[src/rtl/mask_gadget_pkg.sv]
package mask_gadget_pkg;

  typedef enum logic [1:0] {
    OP_AND     = 2'b00,
    OP_NOT     = 2'b01,
    OP_REFRESH = 2'b10,
    OP_LOAD    = 2'b11
  } share_op_e;

  // number of unordered share pairs for n shares
  function automatic int pair_total(input int n);
    return (n * (n - 1)) / 2;
  endfunction

  // linear slot of pair (i,j), i<j, in row-major upper-triangle order
  function automatic int pair_slot(input int i, input int j, input int n);
    return i * n - (i * (i + 1)) / 2 + (j - i - 1);
  endfunction

endpackage

[src/rtl/mg_lfsr.sv]
module mg_lfsr #(
  parameter int          W    = 32,
  parameter logic [W-1:0] TAPS = 32'h8020_0003,
  parameter logic [W-1:0] SEED = 32'hACE1_2468
) (
  input  logic         clk,
  input  logic         rst,
  input  logic         step,
  output logic [W-1:0] state_o
);
  // an all-zero seed would lock the register, so substitute one
  localparam logic [W-1:0] SEED_EFF = (SEED == '0) ? {{(W-1){1'b0}}, 1'b1} : SEED;

  logic [W-1:0] state_q;

  always_ff @(posedge clk) begin
    if (rst) begin
      state_q <= SEED_EFF;
    end else if (step) begin
      state_q <= {1'b0, state_q[W-1:1]} ^ (state_q[0] ? TAPS : '0);
    end
  end

  assign state_o = state_q;
endmodule

[src/rtl/mg_and_core.sv]
module mg_and_core
  import mask_gadget_pkg::*;
#(
  parameter int NSH   = 3,
  parameter int NPAIR = (NSH * (NSH - 1)) / 2
) (
  input  logic [NSH-1:0]   a_i,
  input  logic [NSH-1:0]   b_i,
  input  logic [NPAIR-1:0] r_i,
  output logic [NSH-1:0]   c_o
);
  logic [NSH-1:0][NSH-1:0] zm;

  always_comb begin
    zm = '0;
    for (int i = 0; i < NSH; i++) begin
      for (int j = i + 1; j < NSH; j++) begin
        zm[i][j] = r_i[pair_slot(i, j, NSH)];
        // order of the two XORs is fixed: mask with first cross term first
        zm[j][i] = (zm[i][j] ^ (a_i[i] & b_i[j])) ^ (a_i[j] & b_i[i]);
      end
    end
    for (int i = 0; i < NSH; i++) begin
      c_o[i] = a_i[i] & b_i[i];
      for (int j = 0; j < NSH; j++) begin
        if (j != i) c_o[i] = c_o[i] ^ zm[i][j];
      end
    end
  end
endmodule

[src/rtl/mg_refresh.sv]
module mg_refresh #(
  parameter int NSH = 3
) (
  input  logic [NSH-1:0] s_i,
  input  logic [NSH-2:0] r_i,
  output logic [NSH-1:0] s_o
);
  genvar g;
  generate
    for (g = 0; g < NSH - 1; g++) begin : g_mask
      assign s_o[g] = s_i[g] ^ r_i[g];
    end
  endgenerate
  // last share absorbs the combined mask so the XOR is preserved
  assign s_o[NSH-1] = s_i[NSH-1] ^ (^r_i);
endmodule

[src/rtl/masked_share_gadget.sv]
module masked_share_gadget
  import mask_gadget_pkg::*;
#(
  parameter int                T_PROBE   = 1,
  parameter int                LFSR_W    = 32,
  parameter logic [LFSR_W-1:0] LFSR_TAPS = 32'h8020_0003,
  parameter logic [LFSR_W-1:0] LFSR_SEED = 32'hACE1_2468,
  localparam int               NSH       = 2 * T_PROBE + 1
) (
  input  logic              clk,
  input  logic              rst,
  input  logic              in_valid_i,
  input  logic [1:0]        op_i,
  input  logic [NSH-1:0]    a_sh_i,
  input  logic [NSH-1:0]    b_sh_i,
  input  logic [LFSR_W-1:0] ent_i,
  output logic              out_valid_o,
  output logic [NSH-1:0]    c_sh_o
);
  localparam int NPAIR = pair_total(NSH);

  share_op_e         op_e;
  logic [LFSR_W-1:0] lfsr_state;
  logic [LFSR_W-1:0] mask_pool;
  logic [NSH-1:0]    and_sh;
  logic [NSH-1:0]    ref_sh;
  logic [NSH-1:0]    not_sh;
  logic [NSH-1:0]    nxt_sh;
  logic [NSH-1:0]    c_q;
  logic              vld_q;

  assign op_e = share_op_e'(op_i);

  mg_lfsr #(
    .W   (LFSR_W),
    .TAPS(LFSR_TAPS),
    .SEED(LFSR_SEED)
  ) u_lfsr (
    .clk    (clk),
    .rst    (rst),
    .step   (in_valid_i),
    .state_o(lfsr_state)
  );

  assign mask_pool = lfsr_state ^ ent_i;

  mg_and_core #(
    .NSH  (NSH),
    .NPAIR(NPAIR)
  ) u_and (
    .a_i(a_sh_i),
    .b_i(b_sh_i),
    .r_i(mask_pool[NPAIR-1:0]),
    .c_o(and_sh)
  );

  mg_refresh #(
    .NSH(NSH)
  ) u_refresh (
    .s_i(c_q),
    .r_i(mask_pool[NSH-2:0]),
    .s_o(ref_sh)
  );

  // inversion lands on share 0 only
  assign not_sh = a_sh_i ^ {{(NSH-1){1'b0}}, 1'b1};

  always_comb begin
    unique case (op_e)
      OP_AND:     nxt_sh = and_sh;
      OP_NOT:     nxt_sh = not_sh;
      OP_REFRESH: nxt_sh = ref_sh;
      OP_LOAD:    nxt_sh = a_sh_i;
      default:    nxt_sh = c_q;
    endcase
  end

  always_ff @(posedge clk) begin
    if (rst) begin
      c_q   <= '0;
      vld_q <= 1'b0;
    end else begin
      vld_q <= in_valid_i;
      if (in_valid_i) c_q <= nxt_sh;
    end
  end

  assign c_sh_o      = c_q;
  assign out_valid_o = vld_q;
endmodule

[config.mk]
export PLATFORM = sky130hd
export DESIGN_NAME = masked_share_gadget
export DESIGN_NICKNAME = d
export VERILOG_FILES = /design/src/rtl/mask_gadget_pkg.sv /design/src/rtl/mg_lfsr.sv /design/src/rtl/mg_and_core.sv /design/src/rtl/mg_refresh.sv /design/src/rtl/masked_share_gadget.sv
export SDC_FILE = /design/constraint.sdc
export NUM_CORES = 1
export LEC_CHECK = 0
export BUFFER_PORTS_ARGS = -buffer_cell sky130_fd_sc_hd__buf_2
export CAP_MARGIN = 20
export CORE_ASPECT_RATIO = 0.7
export CORE_MARGIN = 2
export CORE_UTILIZATION = 37
export DETAILED_ROUTE_END_ITERATION = 10
export HOLD_SLACK_MARGIN = 0.08
export PLACE_DENSITY = 0.69
export RECOVER_POWER = 100
export SYNTH_ARGS = -nofsm -noshare
export SYNTH_HDL_FRONTEND = slang
export SYNTH_SLANG_ARGS = --single-unit
[constraint.sdc]
create_clock -name clk -period 3.7 [get_ports clk]
set_clock_uncertainty 0.15 [all_clocks]
set_input_delay 0.37 -clock clk [delete_from_list [all_inputs] [get_ports clk]]
set_output_delay 0.37 -clock clk [all_outputs]
set_load 0.005 [all_outputs]
### After elaboration in Yosys (flattened, before gate mapping)

Cells that the tools add are included.

| word-level totals | value |
|---|---|
| flip-flop bits (word level) | 36 |
| input bits | 43 |
| output and inout port bits | 4 |

| operators by class | value |
|---|---|
| equal/unequal tests | 3 |
| mux-type cells | 2 |
| reductions and logical operators | 2 |
| bitwise logic cells | 27 |

Operators with widths:

| kind | number |
|---|---|
| two-way mux 32 bit | 1 |
| bitwise XOR 31 x 32 -> 32 bit | 1 |
| bitwise XOR 1 bit | 15 |
| case mux 3 bit (4 select lines) | 1 |
| bitwise AND 1 bit | 9 |
| equality test 2 bit, second input constant | 2 |
| bitwise XOR 3 bit | 1 |
| equality test 2 x 1 -> 1 bit, second input constant | 1 |
| zero test 2 bit | 1 |
| parity 2 bit | 1 |
| NOT 1 bit | 1 |

### Depth between registers and ports, before layout

Gate-level depths: netlist of run 1.

| depth | value |
|---|---|
| depth in word-level cells | 6 |
| depth in mapped cells | 6 |

### Modules after synthesis

Synthesis of run 1 repeated with hierarchy kept, for this count alone.

| unflattened totals | value |
|---|---|
| cells, all modules | 153 |
| area, all modules | 1621.6 µm² |

By module, submodules not included:

| module | area each (µm²) | times used | cells each | sequential area each (µm²) |
|---|---|---|---|---|
| mg_lfsr | 1211.2 | 1 | 107 | 640.6 |
| masked_share_gadget | 229.0 | 1 | 24 | 80.1 |
| mg_and_core | 140.1 | 1 | 19 | 0.0 |
| mg_refresh | 41.3 | 1 | 3 | 0.0 |

### Least setup slack after synthesis of run 1

Ideal clock, no wire load.

| timing path | value |
|---|---|
| kind | input to register |
| start point | in b_sh_i[2] |
| end point | reg c_q[2], in the netlist c_sh_o[2] |
| slack | 2098 ps |
| library setup time | 133 ps |
| required time | 3417 ps |
| stages | 5 |
| data arrival time | 1320 ps |
| path through | mux2_2 > a221oi_1 > xnor3_1 > nand2_1 > a311oi_2 |

| on the way | value |
|---|---|
| word-level cells in the longest chain between the ends | 6 |

RTL lines:

| item | RTL line | text |
|---|---|---|
| start: declaration | masked_share_gadget.sv:15 | `input logic [NSH-1:0] b_sh_i,` |
| bitwise AND 1 bit | mg_and_core.sv:20 | `zm[j][i] = (zm[i][j] ^ (a_i[i] & b_i[j])) ^ (a_i[j] & b_i[i]);` |
| bitwise XOR 1 bit (2 in series) | mg_and_core.sv:20 |  |
| bitwise XOR 1 bit | mg_and_core.sv:26 | `if (j != i) c_o[i] = c_o[i] ^ zm[i][j];` |
| bitwise XOR 1 bit (*) | mg_and_core.sv:26 |  |
| case mux 3 bit (4 select lines) (*) | masked_share_gadget.sv:69 | `unique case (op_e)` |
| end signal: assignment | masked_share_gadget.sv:84 | `if (in_valid_i) c_q <= nxt_sh;` |
| end: declaration | masked_share_gadget.sv:29 | `logic [NSH-1:0] c_q;` |

Every way passes the cells marked *; elsewhere a longest branch is shown, timed or not.
A chain may end at the register's enable or synchronous reset.

### Final worst setup path of run 1

| timing path | value |
|---|---|
| start point | reg u_lfsr.state_q[0], in the netlist u_lfsr.state_o[0] |
| end point | reg c_q[2], in the netlist c_sh_o[2] |

| on the way | value |
|---|---|
| word-level cells in the longest chain between the ends | 4 |

RTL lines:

| item | RTL line | text |
|---|---|---|
| start: declaration | mg_lfsr.sv:14 | `logic [W-1:0] state_q;` |
| start signal: assignment | mg_lfsr.sv:20 | `state_q <= {1'b0, state_q[W-1:1]} ^ (state_q[0] ? TAPS : '0);` |
| bitwise XOR 3 bit | masked_share_gadget.sv:45 | `assign mask_pool = lfsr_state ^ ent_i;` |
| parity 2 bit | mg_refresh.sv:15 | `assign s_o[NSH-1] = s_i[NSH-1] ^ (^r_i);` |
| bitwise XOR 1 bit | mg_refresh.sv:15 |  |
| case mux 3 bit (4 select lines) | masked_share_gadget.sv:69 |  |

Every way passes these cells.

==> impl.org, run 1 <==
** Timing
- Final setup violation count :: 0
- Worst Max-Slew Pin Slew :: a little over 1 ns
- Dividing the final minimum period by the clock period gives 0.489.
- Worst setup slack after layout :: 1.89 ns
- Unrepaired setup endpoints after global routing :: no
- Across all hold checks on the routed design, the worst slack comes to 0.287 ns.
- Timing would allow up to 552 MHz.
- Time the final worst path needs with I/O delays and setup :: 1.81 ns
- Total negative slack for setup checks :: 0 ns
- Normalized max-slew margin :: 0.312
- The count of endpoints failing hold in the final timing report was 0.
- The final-report max-slew violation count came to 0.

** Yosys
- Counting flops and latches in the post-synthesis netlist gives 36.
- In this run the mean area of a mapped cell was 10.5 um^2.
- In this run the cell area of the synthesized design comes to between 1500 and 2000 um^2.
- The Yosys step of the flow raised 0 warnings.
- The share of the Yosys chip area taken by registers is 0.440.
- The number of nets handed over by synthesis was between 150 and 200.
- After synthesis, the share of flip-flops with an asynchronous set or reset is 0.
- Synthesis produced a netlist whose cell count is 156.
- Number of enable-type register cells in the synthesized netlist :: 0
- Count of cell types in the netlist :: 28
- For this run, the leading register cell type out of synthesis is sky130_fd_sc_hd__dfxtp_1.

** Drt
- For this run, design rule violations remaining after detail routing come to 0.
- Summed over all layers, the routed wires come to 2.41 mm.
- In this run, the number of DRC markers left after iteration 0 of detailed routing was 29.
- Dividing the detail-routed via count by the number of cells gives 4.59.
- For this run, the detailed router's first-pass iteration total came to 4.
- Detail Route Antenna Nets :: 0
- For this block, the via count after detailed routing is between 1000 and 1500.
- Per-cell routed wire length :: 10.7 um

** Worst setup path
- STA classifies the critical path endpoint as a register.
- CP max-delay cell :: sky130_fd_sc_hd__dfxtp_1
- Data arrival time of the worst path :: around 1.9 ns
- The worst setup path is launched from a register.
- Most used cell along the critical path :: sky130_fd_sc_hd__xor2_1
- Cell-by-cell trace of the critical path :: xor2_1 -> xnor2_1 -> xor2_1 -> a22oi_1 -> a311oi_2
- The worst setup path is of the reg -> reg kind.
- Of all nets on the critical path, the largest fanout is 5.
- Reg2reg path depth :: 5
- Max stage delay on crit path :: ~0.45 ns
- At the worst endpoint, the required time is 3.75 ns.

** Global route
- The first global-routing pass estimated 4.33 mm of wire.
- Vias in the first global route :: 933
- For this run, the total global-route usage over all layers was measured as 0.109.
- Global route total overflow :: 0
- In the global route stage, met2 resource usage came out at 0.143.
- Met3 Use GR :: 0.0483
- Antenna violations before repair :: 0
- Maximum number of pins on one net before global-route repair :: between 50 and 60
- GRT met1 Usage :: 0.157
- met1 is the most crowded layer.

** Final layout
- The number of antenna diodes in the final layout is 0.
- The filler cells instantiated in the layout total 435.
- Compared with the post-synthesis result, the final layout area differs by 9.01%.
- Final design area excluding fillers :: 1790 um^2
- Post-layout nets :: about 210
- Share of cells above drive strength 1 :: 0.164
- Measured on the finished design, the core utilization comes to 0.415.
- Leaving out filler cells and counting taps, the final layout contains 226.

** Placed design
- # placed instances :: 218
- After detailed placement, the total cell area comes to 1700 um^2.
- Worst-case setup slack after placement :: ~1.8 ns
- HPWL reported at the end of detailed placement :: 1.59 mm
- Total of buffers placed on input and output ports :: 17
- Routability congestion estimate :: 0.672

** Floorplanning
- The initial utilization of the core area, before any placement, comes to 0.381.
- The die covers 4980 um^2.
- The floorplan has 20 rows.
- Floorplan core area :: 4300 um^2
- In this run the vertical extent of the chip is 59.7 um.
- Horizontal die dimension :: 83.5 um
- Total I/O pin count :: 47

** Run status
- Status :: completed

** Clock tree
- For this design, the sink count on the clock tree is 36.
- CTS Buf Count :: 5
- Post-CTS repair changed the size of 0 cells.
- CTS root buf :: sky130_fd_sc_hd__clkbuf_8
- Clock latency reported for the late side of the worst-skew pair :: 0.28 ns
- Once the clock tree was built, the setup fixing pass inserted 0 buffers.
- TritonCTS built the clock tree.
- CTS Hold Buffers Added :: 0
- In this run the deepest clock path goes through 2 buffers.
- Clock-pin slew was measured on the worst setup and hold paths at 0.07 ns.
- The H-tree was split into 2 levels.

** Pwr
- Worst vdd rail ir drop :: 0.283 mV
- Cell leakage power :: 0.783 nW
- PD cells :: just over 500 nW/um^2
- After layout, the design draws a total of 0.897 mW.

** Min path
- Worst min path class :: in -> reg
- Counting instances, the worst hold path has a depth of 4.

** Job
- Max-cap violations :: 0
[Yosys cell counts (2+ instances only)]
cell type | n | area (um^2)
sky130_fd_sc_hd__dfxtp_1 | 36 | 721
sky130_fd_sc_hd__nor2_1 | 24 | 90.1
sky130_fd_sc_hd__mux2i_1 | 17 | 170
sky130_fd_sc_hd__nor2b_1 | 13 | 81.3
sky130_fd_sc_hd__a211o_1 | 12 | 105
sky130_fd_sc_hd__nand2_1 | 10 | 37.5
sky130_fd_sc_hd__xnor2_1 | 9 | 78.8
sky130_fd_sc_hd__clkbuf_8 | 5 | 68.8
sky130_fd_sc_hd__xor2_1 | 5 | 43.8
sky130_fd_sc_hd__clkbuf_1 | 3 | 11.3
sky130_fd_sc_hd__a21oi_1 | 2 | 10.0
sky130_fd_sc_hd__a22oi_1 | 2 | 15.0
sky130_fd_sc_hd__inv_1 | 2 | 7.51
sky130_fd_sc_hd__xnor3_1 | 2 | 45.0
[power by group]
group          switching (mW)  internal, mW  total [mW]
Combinational          0.0583        0.0710       0.129
Clock                   0.138         0.199       0.337
Sequential             0.0159         0.415       0.431
[layout make-up]
cell class              count  area [um^2]  share of cell area
clock inverters             3         42.5              0.0238
clock buffers               5         68.8              0.0385
well taps                  55         68.8              0.0385
flip-flops and latches     36          721               0.404
inverters                   2         7.51             0.00420
repair buffers             17         82.6              0.0463
multi-input cells         108          795               0.445
[critical path, delay by kind of cell (launching register included)]
kind	cells	cell delay, ns
AO/OA/AOI/OAI	2	0.34
XOR/XNOR	3	0.79
flip-flops	1	0.45
[cell usage in the layout, fill, tap and decap left out]
cell	Yosys	routed
sky130_fd_sc_hd__dfxtp_1	36	36
sky130_fd_sc_hd__nor2_1	24	24
sky130_fd_sc_hd__mux2i_1	17	17
sky130_fd_sc_hd__buf_2	1	15
sky130_fd_sc_hd__nor2b_1	13	13
sky130_fd_sc_hd__a211o_1	12	12
sky130_fd_sc_hd__nand2_1	10	10
sky130_fd_sc_hd__xnor2_1	9	9
sky130_fd_sc_hd__xor2_1	5	6
sky130_fd_sc_hd__clkbuf_8	5	5
sky130_fd_sc_hd__inv_1	2	2
sky130_fd_sc_hd__a21oi_1	2	2
sky130_fd_sc_hd__xnor3_1	2	2
sky130_fd_sc_hd__a22oi_1	2	2
sky130_fd_sc_hd__clkbuf_1	3	2
sky130_fd_sc_hd__xnor2_2	1	1
sky130_fd_sc_hd__a21o_1	1	1
sky130_fd_sc_hd__o32ai_1	1	1
sky130_fd_sc_hd__or2_2	1	1
sky130_fd_sc_hd__and2b_2	1	1
sky130_fd_sc_hd__mux2_2	1	1
sky130_fd_sc_hd__nor4bb_1	1	1
sky130_fd_sc_hd__a221oi_1	1	1
sky130_fd_sc_hd__a311oi_2	1	1
sky130_fd_sc_hd__a211oi_1	1	1
sky130_fd_sc_hd__a311oi_1	1	1
sky130_fd_sc_hd__clkinv_2	0	1
sky130_fd_sc_hd__clkinvlp_4	0	1
sky130_fd_sc_hd__bufinv_16	0	1
[state kept, by name (all words and copies together), names as in the netlist]
signal,cells
out_valid_o,1
u_lfsr.state_o,32
c_sh_o,3
[path summary, 6_finish.rpt]
| path | start | to | slack, ns |
|---|---|---|---|
| worst max-delay path | u_lfsr.state_o[0] | c_sh_o[2] | 1.89 |
| worst min register to register | u_lfsr.state_o[6] | u_lfsr.state_o[5] | 0.31 |
| worst max register to register | u_lfsr.state_o[0] | c_sh_o[2] | 1.89 |
| worst min-delay path | op_i[0] | c_sh_o[0] | 0.29 |
[logic make-up (layout without fill, tap and decap cells)]
| family | count (synthesis) | count (layout) | synth area share |
|---|---|---|---|
| muxes | 18 | 18 | 0.111 |
| AOI/OAI and AO/OA | 22 | 22 | 0.114 |
| xor gates and xnor gates | 18 | 18 | 0.129 |
| and+or+nand+nor | 50 | 50 | 0.143 |
| DFF | 36 | 36 | 0.440 |
| buffers and inverters | 12 | 27 | 0.0634 |
[layer usage]
metal | routed length [um] | share of wire
met1 | 1360 | 0.56
met2 | 936 | 0.39
met3 | 116 | 0.048
met4 | 0 | 0
met5 | 0 | 0
Note: power is estimated with default switching activity, not from simulation.
==> run 2, diff against run 1 <==
--- a/config.mk
+++ b/config.mk
@@ -12,7 +12,7 @@
 export CORE_UTILIZATION = 37
 export DETAILED_ROUTE_END_ITERATION = 10
 export HOLD_SLACK_MARGIN = 0.08
-export PLACE_DENSITY = 0.69
+export PLACE_DENSITY = 0.71
 export RECOVER_POWER = 100
 export SYNTH_ARGS = -nofsm -noshare
 export SYNTH_HDL_FRONTEND = slang
==> constraint.sdc (replaced) <==
create_clock -name clk -period 1.5 [get_ports clk]
set_clock_uncertainty 0.15 [all_clocks]
set_input_delay 0.15 -clock clk [delete_from_list [all_inputs] [get_ports clk]]
set_output_delay 0.15 -clock clk [all_outputs]
set_load 0.005 [all_outputs]
==> run 2 against run 1 <==
Against the previous run: critical path depth is the same; wire length grew 9.2%; worst setup slack lost 1.9 ns; non-clock buffer count grew 19; fmax grew 22%; die area is the same; count of clock-buffer cells in the layout grew 2; combinational power grew to 3.0 times the previous value; power grew 140%; hold slack lost 0.16 ns; critical endpoint is now c_sh_o[1]; largest power group unchanged.
==> impl.org, run 2 (same netlist as run 1, synthesis figures left out) <==
** Floorplanning
- The floorplan has 20 rows.
- Horizontal die dimension :: 83.5 um
- For this configuration, the core starts out at a cell density of 0.381.
- Height of the die :: 59.7 um
- DIE AREA :: between 4000 and 5000 um^2
- Total I/O pin count :: 47
- After floorplanning, the core was sized to cover 4300 um^2.

** Placed design
- Routability congestion estimate :: 0.785
- Input and output buffers added on the ports amount to 17.
- Worst-case setup slack after placement :: -0.151 ns
- After detailed placement, the total cell area comes to 1820 um^2.
- HPWL reported at the end of detailed placement :: 1.82 mm

** Timing
- Highest attainable clock frequency :: slightly below 700 MHz
- The worst path needs 1.49 ns of the cycle, external delays included.
- Final setup violation count :: 0
- The final-report max-slew violation count came to 0.
- Setup repair after global routing could not meet its margin everywhere.
- Setup slack on the critical path of the routed design comes to 0.0137 ns.
- At the pin with the least slew margin, the transition time is approximately 0.37 ns.
- Share of the cycle needed by the critical path after routing :: 0.991
- Normalized max-slew margin :: 0.753
- The count of endpoints failing hold in the final timing report was 0.
- Tightest hold margin :: 0.124 ns

** Global route
- Vias in the first global route :: about 1000
- Wire length of the first global-routing pass :: ~4.6 mm
- The number of antenna violations at the first check in global routing is 0.
- All-Layer GR Usage :: 0.116
- Global route total overflow :: 0
- Maximum number of pins on one net before global-route repair :: 19

** Worst setup path
- Top fanout value on the critical path :: 3
- Worst Setup Path Type :: reg -> reg
- Data arrival time of the worst path :: 1.53 ns
- Capturing element type of the critical path :: register
- Sort of element at the start of the critical path :: register
- STA puts the critical path data required time at 1.55 ns.
- The worst register-to-register path has a setup slack of around 0.014 ns.

** Pwr
- PD cells :: 1100 nW/um^2
- Sum of internal, switching and leakage power :: 2.16 mW
- In this run the static leakage power is 0.875 nW.
- Across the VDD grid, the largest voltage drop is roughly 0.71 mV.

** Drt
- Detailed routing inserted a total of ~1100 vias.
- Per-cell routed wire length :: approximately 11 um
- Summed over all layers, the routed wires come to 2.63 mm.
- Iteration-0 DRC Markers :: 32
- In the routed design, unresolved DRC markers number 0.
- Dividing the detail-routed via count by the number of cells gives 4.51.
- Detail Route Antenna Nets :: 0
- Before antenna repair, the detailed router went through 6 iterations.

** Clock tree
- Clock tree synthesis selected as its root buffer the cell sky130_fd_sc_hd__clkbuf_8.
- The number of clock buffers added by TritonCTS is 5.
- CTS tree :: done
- Clock-pin slew of the registers on the worst-case setup and hold paths :: 0.07 ns
- Clock latency reported for the late side of the worst-skew pair :: approximately 0.28 ns
- Counting along the longest clock path gives a buffer depth of 2.
- H-tree depth reported by CTS :: 2
- Sinks on the clock net :: 36

** Job
- Max-cap violations :: 0

** Final layout
- Final design area excluding fillers :: 1970 um^2
- Growth of design area from synthesis to finish :: 20.2%
- Leaving out fill and tap cells, the most frequent cell in the layout is sky130_fd_sc_hd__dfxtp_1.
- Final core occ :: 0.458
- The filler cells instantiated in the layout total 416.
- After the last flow step, the layout net total stands at 232.
- Max reg flops :: 32
- Share of cells above drive strength 1 :: 0.258
- The repair_antennas step left the layout with diodes totalling 0.
- Leaving out fill and tap cells, the most frequent cells in the layout are sky130_fd_sc_hd__dfxtp_1 (34), sky130_fd_sc_hd__nor2_1 (24), sky130_fd_sc_hd__mux2i_1 (17), sky130_fd_sc_hd__buf_2 (14).

** Run status
- The run finished with clean final reports.

** Min path
- Worst min path class :: in -> reg
## run 2: cell count changes in the layout (fill, tap and decap cells not counted), moves of 2 or more
cell                            previous run  this run
sky130_fd_sc_hd__clkbuf_2                  0         3
sky130_fd_sc_hd__clkbuf_1                  2         4
sky130_fd_sc_hd__dfxtp_1                  36        34
sky130_fd_sc_hd__dlygate4sd3_1             0         3
sky130_fd_sc_hd__xnor2_1                   9         7
sky130_fd_sc_hd__buf_4                     0        13
## run 2: path summary, 6_finish.rpt
check	startpoint	end	depth (start not counted)
setup reg to reg	u_lfsr.state_o[0]	c_sh_o[1]	5
setup / recovery	u_lfsr.state_o[0]	c_sh_o[1]	5
hold / removal	a_sh_i[0]	c_sh_o[0]	5
hold reg to reg	u_lfsr.state_o[6]	u_lfsr.state_o[5]	1
## run 2: stage by stage
stage / TNS, ns / std cells
floorplan: 0 / 156
global placement: -0.147 / 233
detailed placement: -0.151 / 233
CTS: 0 / 245
global route: -0.231 / 245
finish: 0 / 245
## run 2: cell type report
type	instances	area [um^2]	share of cell area
repair buffers	36	224	0.114
clock inverters	1	7.51	0.00381
inverters	2	7.51	0.00381
well taps	55	68.8	0.0349
flip-flops and latches	36	726	0.368
multi-input cells	108	850	0.431
clock buffers	7	86.3	0.0438
## run 2: timing repair
action	CTS	global route
hold buffers	3	0
pin swaps	6	0
setup buffers	1	0
endpoints found under the hold margin	3	0
setup endpoints to repair	2	3
resized for setup	4	2
## run 2: power by group
part | leakage (nW) | total [mW] | switching [mW] | internal (mW)
clock | 0.0445 | 0.715 | 0.342 | 0.373
sequential | 0.299 | 1.06 | 0.0389 | 1.02
combinational | 0.531 | 0.385 | 0.167 | 0.217
## run 2: worst max-delay path: stages, from the launching register on
cell	delay, ns
sky130_fd_sc_hd__dfxtp_4	0.37
sky130_fd_sc_hd__xor2_4	0.20
sky130_fd_sc_hd__xor2_1	0.20
sky130_fd_sc_hd__xnor3_1	0.17
sky130_fd_sc_hd__nand2_1	0.06
sky130_fd_sc_hd__a311oi_1	0.24
## run 2: layer usage
metal,GRT usage,share of wire
met5,0,0
met4,0.0415,0.0057
met3,0.0414,0.040
met2,0.166,0.39
met1,0.164,0.56
